`src/rtl/nand_seq.sv`:
```
module nand_seq #(
  parameter int COL_W   = 12,
  parameter int PAGE_W  = 6,
  parameter int BLK_W   = 12,
  parameter int WE_LOW  = 2,
  parameter int WE_HIGH = 2,
  parameter int WHR_CLK = 6,
  parameter int RR_CLK  = 4
) (
  input  logic              clk,
  input  logic              rst_n,
  input  logic              start,
  input  logic [2:0]        op,
  input  logic [BLK_W-1:0]  blk,
  input  logic [PAGE_W-1:0] page,
  input  logic [COL_W-1:0]  col,
  input  logic              f_tp1,
  input  logic              f_idm,
  input  logic              f_otp,
  input  logic              f_cpbk,
  input  logic              f_onfi,
  input  logic              f_last,
  output logic              ce_n,
  output logic              cle,
  output logic              ale,
  output logic              we_n,
  output logic [7:0]        dq,
  output logic              busy,
  output logic              done,
  output logic              err
);
  localparam int NSEQ = 7;
  localparam int PW   = $clog2((WE_LOW > WE_HIGH ? WE_LOW : WE_HIGH) + 1);
  localparam int WW   = $clog2((WHR_CLK > RR_CLK ? WHR_CLK : RR_CLK) + 1);

  typedef enum logic [1:0] {S_IDLE, S_BUS, S_WAIT} st_t;

  function automatic logic [9:0] cmd(input logic [7:0] b);
    return {2'b10, b};
  endfunction
  function automatic logic [9:0] adr(input logic [7:0] b);
    return {2'b01, b};
  endfunction

  st_t           st;
  logic [9:0]    seq   [NSEQ];
  logic [9:0]    n_seq [NSEQ];
  logic [2:0]    len, n_len, idx;
  logic [WW-1:0] wlen, n_wlen, wcnt;
  logic [PW-1:0] cnt;
  logic          hi, illegal;

  logic [23:0] rrow, erow;
  logic [7:0]  c1, c2;
  assign rrow = 24'({blk, page});
  assign erow = 24'({blk, {PAGE_W{1'b0}}});
  assign c1   = col[7:0];
  assign c2   = 8'(col >> 8);

  always_comb begin
    for (int i = 0; i < NSEQ; i++) n_seq[i] = '0;
    n_len   = '0;
    n_wlen  = '0;
    illegal = 1'b0;
    case (op)
      3'd0: begin
        illegal  = f_otp && (f_tp1 || f_idm);
        n_seq[0] = cmd(f_otp ? 8'hAF : 8'h00);
        n_seq[1] = adr(c1);
        n_seq[2] = adr(c2);
        n_seq[3] = adr(rrow[7:0]);
        n_seq[4] = adr(f_otp ? 8'h00 : rrow[15:8]);
        n_seq[5] = adr(f_otp ? 8'h00 : rrow[23:16]);
        n_seq[6] = cmd(f_idm ? 8'h35 : (f_cpbk ? 8'h3A : 8'h30));
        n_len    = f_tp1 ? 3'd6 : 3'd7;
      end
      3'd1, 3'd3: begin
        n_seq[0] = cmd(8'h00);
        n_seq[1] = adr(c1);
        n_seq[2] = adr(c2);
        n_seq[3] = adr(rrow[7:0]);
        n_seq[4] = adr(rrow[15:8]);
        n_seq[5] = adr(rrow[23:16]);
        n_seq[6] = cmd(op == 3'd1 ? 8'h32 : 8'h31);
        n_len    = 3'd7;
      end
      3'd2: begin
        n_seq[0] = cmd(f_last ? 8'h3F : 8'h31);
        n_len    = 3'd1;
      end
      3'd4: begin
        n_wlen = WW'(WHR_CLK);
        if (f_tp1) begin
          n_seq[0] = cmd(8'h06);
          n_seq[1] = adr(c1);
          n_seq[2] = adr(c2);
          n_seq[3] = adr(rrow[7:0]);
          n_seq[4] = adr(rrow[15:8]);
          n_seq[5] = adr(rrow[23:16]);
          n_seq[6] = cmd(8'hE0);
          n_len    = 3'd7;
        end else begin
          n_seq[0] = cmd(8'h05);
          n_seq[1] = adr(c1);
          n_seq[2] = adr(c2);
          n_seq[3] = cmd(8'hE0);
          n_len    = 3'd4;
        end
      end
      3'd5: begin
        n_wlen   = WW'(RR_CLK);
        n_seq[0] = cmd(8'h60);
        n_seq[1] = adr(erow[7:0]);
        n_seq[2] = adr(erow[15:8]);
        n_seq[3] = adr(erow[23:16]);
        n_seq[4] = cmd((f_tp1 && f_onfi) ? 8'hD1 : 8'hD0);
        n_len    = (f_tp1 && !f_onfi) ? 3'd4 : 3'd5;
      end
      default: illegal = 1'b1;
    endcase
  end

  always_ff @(posedge clk or negedge rst_n) begin
    if (!rst_n) begin
      st   <= S_IDLE;
      len  <= '0;
      wlen <= '0;
      idx  <= '0;
      cnt  <= '0;
      hi   <= 1'b0;
      wcnt <= '0;
      done <= 1'b0;
      err  <= 1'b0;
      for (int i = 0; i < NSEQ; i++) seq[i] <= '0;
    end else begin
      done <= 1'b0;
      err  <= 1'b0;
      case (st)
        S_IDLE: if (start) begin
          if (illegal) err <= 1'b1;
          else begin
            for (int i = 0; i < NSEQ; i++) seq[i] <= n_seq[i];
            len  <= n_len;
            wlen <= n_wlen;
            idx  <= '0;
            cnt  <= '0;
            hi   <= 1'b0;
            st   <= S_BUS;
          end
        end
        S_BUS: if (!hi) begin
          if (cnt == PW'(WE_LOW - 1)) begin hi <= 1'b1; cnt <= '0; end
          else cnt <= cnt + 1'b1;
        end else if (cnt == PW'(WE_HIGH - 1)) begin
          hi  <= 1'b0;
          cnt <= '0;
          if (idx == len - 3'd1) begin
            wcnt <= '0;
            if (wlen != '0) st <= S_WAIT;
            else begin st <= S_IDLE; done <= 1'b1; end
          end else idx <= idx + 3'd1;
        end else cnt <= cnt + 1'b1;
        S_WAIT: if (wcnt == wlen - 1'b1) begin st <= S_IDLE; done <= 1'b1; end
                else wcnt <= wcnt + 1'b1;
        default: st <= S_IDLE;
      endcase
    end
  end

  assign busy = (st != S_IDLE);
  assign ce_n = !busy;
  assign we_n = !(st == S_BUS && !hi);
  assign cle  = (st == S_BUS) && seq[idx][9];
  assign ale  = (st == S_BUS) && seq[idx][8];
  assign dq   = (st == S_BUS) ? seq[idx][7:0] : 8'h00;
endmodule


```
`config.mk`:
```
export PLATFORM = sky130hd
export DESIGN_NAME = nand_seq
export DESIGN_NICKNAME = d
export VERILOG_FILES = /design/src/rtl/nand_seq.sv
export SDC_FILE = /design/constraint.sdc
export NUM_CORES = 1
export LEC_CHECK = 0
export CORE_ASPECT_RATIO = 1.25
export CORE_MARGIN = 2
export CORE_UTILIZATION = 30
export CTS_CLUSTER_SIZE = 16
export DETAILED_ROUTE_END_ITERATION = 16
export DONT_BUFFER_PORTS = 1
export SETUP_SLACK_MARGIN = 0.02
export SYNTH_ARGS = -nofsm -noshare
export SYNTH_HDL_FRONTEND = slang
export SYNTH_SLANG_ARGS = --single-unit
```
`constraint.sdc`:
```
create_clock -name clk -period 1.82 [get_ports clk]
set_input_delay 0.364 -clock clk [delete_from_list [all_inputs] [get_ports clk]]
set_output_delay 0.364 -clock clk [all_outputs]
set_load 0.005 [all_outputs]
```
# Word level (Yosys, flattened, before mapping)
# Cells that the tools add are included.
# totals
regBits	89
output_inout_bits	15
ramBits	0
latch_bits	0
in_bits	42
elab_cells	127
memories	0
romBits	0
# classes
div	0
mux	61
n_lt_le_gt_ge	1
n_bitwise	2
mul	0
n_shift	0
eq_ne	18
reduce_logical	24
n_addsub	5
# ops
cell	count
40-bit one-hot mux with 4 select lines	1
20-bit one-hot mux with 3 select lines	1
10-bit one-hot mux with 5 select lines	1
32-bit 2-to-1 mux	1
10-bit binary-select mux with 3-bit select	1
29-bit 2-to-1 mux	1
3-bit 2-to-1 mux	9
2-bit 2-to-1 mux	13
8-bit 2-to-1 mux	3
10-bit 2-to-1 mux	2
3-bit one-hot mux with 2 select lines	3
1-bit 2-to-1 mux	16
2-bit inequality test (second input constant)	8
3-bit one-hot mux with 5 select lines	1
4-bit 2-to-1 mux	3
6-bit AND reduction	2
3-bit by 1-bit adder with 3-bit output (second input constant)	2
3-bit by 2-bit equality test with 1-bit output (second input constant)	2
3-bit equality test	2
3-bit equality test (second input constant)	2
1-bit logical AND	6
1-bit one-hot mux with 2 select lines	3
2-bit one-hot mux with 3 select lines	1
3-bit AND reduction	2
other kinds (18)	25

# Depth between registers and ports, before layout
# logic_depth
ltp_word	6
mapped_depth	7
depth_no_buf	7

# Worst setup path before layout
# OpenSTA, ideal clock, no wires.
# synth_path
path_type	in2reg
startpoint	input op[1]
endpoint	register seq[24] (netlist bit)
path_slack_ns	-0.216
n_path_buf	2
setup_time_ns	0.126
t_arrival_ns	1.910
stages	7
required_ns	1.694
path_cell_list	or4b_4 -> a2bb2oi_1 -> and3_1 -> buf_2 -> and2_1 -> buf_6 -> a221o_1
# synth_between
elab_chain_len	5
word_cells_on_any_way	12
classes_between	eq/ne (5); mux (2); bitwise (1); reduce/logical (4)
# synth_rtl
item	line_no	source
from (decl)	13	input logic [2:0] op,
3-bit by 1-bit equality test with 1-bit output, or another cell as far along	65	case (op)
5-bit OR reduction (no line)	-	
1-bit one-hot mux with 2 select lines	65	
1-bit NOT (no line)	-	
3-bit AND reduction (no line)	-	
to (decl)	46	logic [9:0] seq [NSEQ];
# Several ways; a longest one is shown, not always the timed one.
# A chain may end at the register's enable or synchronous reset.

# Worst setup path after layout
# layout_path
startpoint	register idx[0]
endpoint	output dq[4]
# layout_between
elab_chain_len	5
# layout_rtl
item	line_no	source
from (decl)	48	logic [2:0] len, n_len, idx;
from (signal assigned)	161	end else idx <= idx + 3'd1;
3-bit NOT with 4-bit output (implied by the code)	175	assign dq = (st == S_BUS) ? seq[idx][7:0] : 8'h00;
10-bit binary-select mux with 3-bit select	175	
10-bit 2-to-1 mux (implied by the code) (2 in a row)	175	
8-bit 2-to-1 mux	175	
to (decl)	27	output logic [7:0] dq,
# Every way passes these cells. The select of a mux whose other input is x is not followed.

==> run_results.csv <==
group,metric,value,unit
global_route,grt_first_pass_wirelength,17800,microns
finish,drive_above_1_share,0.319,
timing,relSlewSlack,0.675,
power_and_ir_drop,power_density,1590,nW/um^2
synthesis,yosysWarnings,0,
power_and_ir_drop,power,8160,uW
synthesis,synthArstFlopShare,1.00,
worst_setup_path,cp_max_fo,7,
worst_setup_path,crit_top_cell,"buf_12",
finish,fillers,1251,
drt,drc_errors,0,
die,die_w,105,microns
worst_setup_path,crit_family,"multiplexers",
synthesis,synthFlopType,"dfrtp_1",
finish,num_antenna_cells,0,
placed_design,portBuffers,0,
synthesis,avgSynthCellArea,9.55,sq um
global_route,grt_pass1_vias,3228,
worst_setup_path,crit_path_top_delay_cell,"mux4_2",
global_route,antenna_found_initial,0,
timing,clock_skew,0.0111,ns
finish,multiInputGateArea,2110,sq um
timing,finalCriticalPeriod,2.08,ns
timing,rsz0062_at_grt,"true",
timing,maxSlewViolCount,0,
synthesis,synth-edff-count,0,
placed_design,dp_slack,-0.171,ns
synthesis,synth.area.top_cells,"dfrtp_1 47%, nand2_1 7.1%, mux4_2 4.7%",
power_and_ir_drop,peakVddDrop,570,uV
worst_setup_path,cp.required,1.46,ns
drt,drt-vias-per-instance,5.27,
finish,area_delta_synth_final,35.1,%
timing,fmax,481,MHz
clocking,cts.clk_slew.worst_paths,0.06,ns
run_status,outcome,"finished, violations left",
drt,drt-initial-drc-count,234,
worst_setup_path,crit_path_start_kind,"flip-flop",
timing,fin_hold_ws,-0.280,ns
die,core-area,12500,sq um
min_path,hold_class,"in2async",
synthesis,synth.ff_latch_count,72,
synthesis,ys_seq_area_frac,0.474,
placed_design,hpwl,7850,microns
synthesis,netlist_area,3800,sq um
drt,wire_per_inst,18.4,microns
global_route,grt_start_max_net_pins,73,
drt,drt_wl_total,11400,microns
worst_setup_path,worstSetupEndpointType,"output pin",
die,dieArea,13600,sq um
clocking,cts.root.buffer_cell,"clkbuf_16",
global_route,grt.total_usage,0.170,
clocking,cts.sinks,72,
worst_setup_path,worstPathArrival,1.72,ns
timing,post-route-period-util,1.14,
clocking,worstSkewPairLatency,0.33,ns
placed_design,gp_congestion,0.813,
worst_setup_path,worst-setup-path-type,"reg2out",
synthesis,netlist.area_leader.share,0.474,
die,placementRows,46,
die,dieHeight,130,microns
finish,finalNetCount,498,
worst_setup_path,path_cells,"buf_12, buf_12, mux4_2, a21oi_2, nor2_2",
power_and_ir_drop,p_leak,0.00230,uW
synthesis,syn_nets,447,
drt,first_pass_iters,5,
global_route,grt_overflow_total,0,
worst_setup_path,path_buf_inv,2,
worst_setup_path,slowest_delay,0.52,ns
synthesis,synth_area_leader_cell,"dfrtp_1",
timing,setup_violations,11,
run_status,violations,"hold timing, setup timing",
timing,worst_pin_slew,0.483,ns
run,drv_cap,0,
drt,ant_nets,0,
finish,final_cells,622,
finish,seqCellArea,1800,sq um
clocking,cts_buffers,9,
timing,layout_setup_ws,-0.260,ns
synthesis,synth_common_cells,"72 x dfrtp_1, 72 x nand2_1, 32 x nor2_1, 31 x o21ai_0, 20 x clkbuf_1",
clocking,htreeDepth,3,
clocking,clk_path_buf_depth,2,
timing,finalSetupTns,-2.15,ns
clocking,tritoncts,"built",
die,pin_count,57,
drt,vias,3279,
die,initial_core_util,0.303,
placed_design,dp_cells,584,
timing,final_hold_viol_count,72,
synthesis,post_synth_num_cell_types,48,
synthesis,syn_inst,398,
[flip-flops by register name (all words and copies together), names as in the netlist]
register and count:
wcnt 3, len 3, err 1, done 1, seq 54, hi 1, cnt 2, idx 3
st 2, wlen 2
[metal layers]
layer  global-route usage  share of wire
met3               0.0310          0.033
met4               0.0808          0.029
met1                0.197           0.41
met5                    0              0
met2                0.306           0.53
[area by class of cell]
type,instances,share of cell area
Inverter,12,0.00999
Tap cell,168,0.0409
Clock inverter,6,0.0175
Clock buffer,10,0.0465
Timing Repair Buffer,66,0.123
Multi-Input combinational cell,288,0.411
Sequential cell,72,0.351
[path summary, 6_finish.rpt]
path                                      from             endpoint  slack, ns  depth (start not counted)
max in group asynchronous                rst_n   idx[1]$_DFFE_PN0P_       1.97                          0
min reg2reg                seq[62]$_DFFE_PN0P_  seq[62]$_DFFE_PN0P_       0.47                          2
max reg2reg                 idx[0]$_DFFE_PN0P_  wcnt[2]$_DFFE_PN0P_      -0.12                          9
min                                      rst_n  wlen[1]$_DFFE_PN0P_      -0.28                          0
max                         idx[0]$_DFFE_PN0P_                dq[4]      -0.26                          5
min in group clk                         op[1]   seq[1]$_DFFE_PN0P_       0.13                          1
[repair_timing]
action / CTS / global route
endpoints found under the setup margin: 26 / 24
setup buffers: 9 / 16
cloned: 0 / 0
resized for setup: 39 / 30
pin swaps: 24 / 19
hold endpoints to repair: 72 / 72
[report_power, final]
group	total [uW]	switching, uW	internal [uW]
registers	2550	376	2180
logic	3670	1780	1900
clock network	1930	688	1240
[metrics by stage]
| step | area, sq um | utilization |
|---|---|---|
| after floorplan | 3820 | - |
| after global placement | 4310 | 0.344 |
| after detailed placement | 4310 | 0.344 |
| after CTS | 4860 | 0.387 |
| after global routing | 5130 | 0.409 |
| final | 5130 | 0.409 |
[cells by family (layout without fill, tap and decap cells)]
family | count (synthesis) | in the layout | synth area share
and+or+nand+nor | 150 | 150 | 0.176
AOI/OAI and AO/OA | 102 | 102 | 0.180
DFF | 72 | 72 | 0.474
buffers and inverters | 38 | 94 | 0.0405
muxes | 24 | 24 | 0.0908
adders and majority gates | 7 | 7 | 0.0230
xor gates and xnor gates | 5 | 5 | 0.0151
[cells in the final DEF (no fill, tap or decap), types with 4 or more instances in the layout]
master and n:
mux2i_1 11, nand2_1 72, o21ai_0 24, dfrtp_1 71, a22o_1 10, nand4_1 4
a21oi_2 6, clkbuf_16 9, nor2_1 26, nand2b_1 9, nor2_2 5, a21boi_0 4
a21o_1 4, buf_6 4, buf_12 9, nand3_1 16, a22oi_1 6, a21oi_1 6
mux4_2 8, inv_1 7, mux2_2 4, buf_4 52, o31ai_1 4
Power figures use the tool's default switching activity.
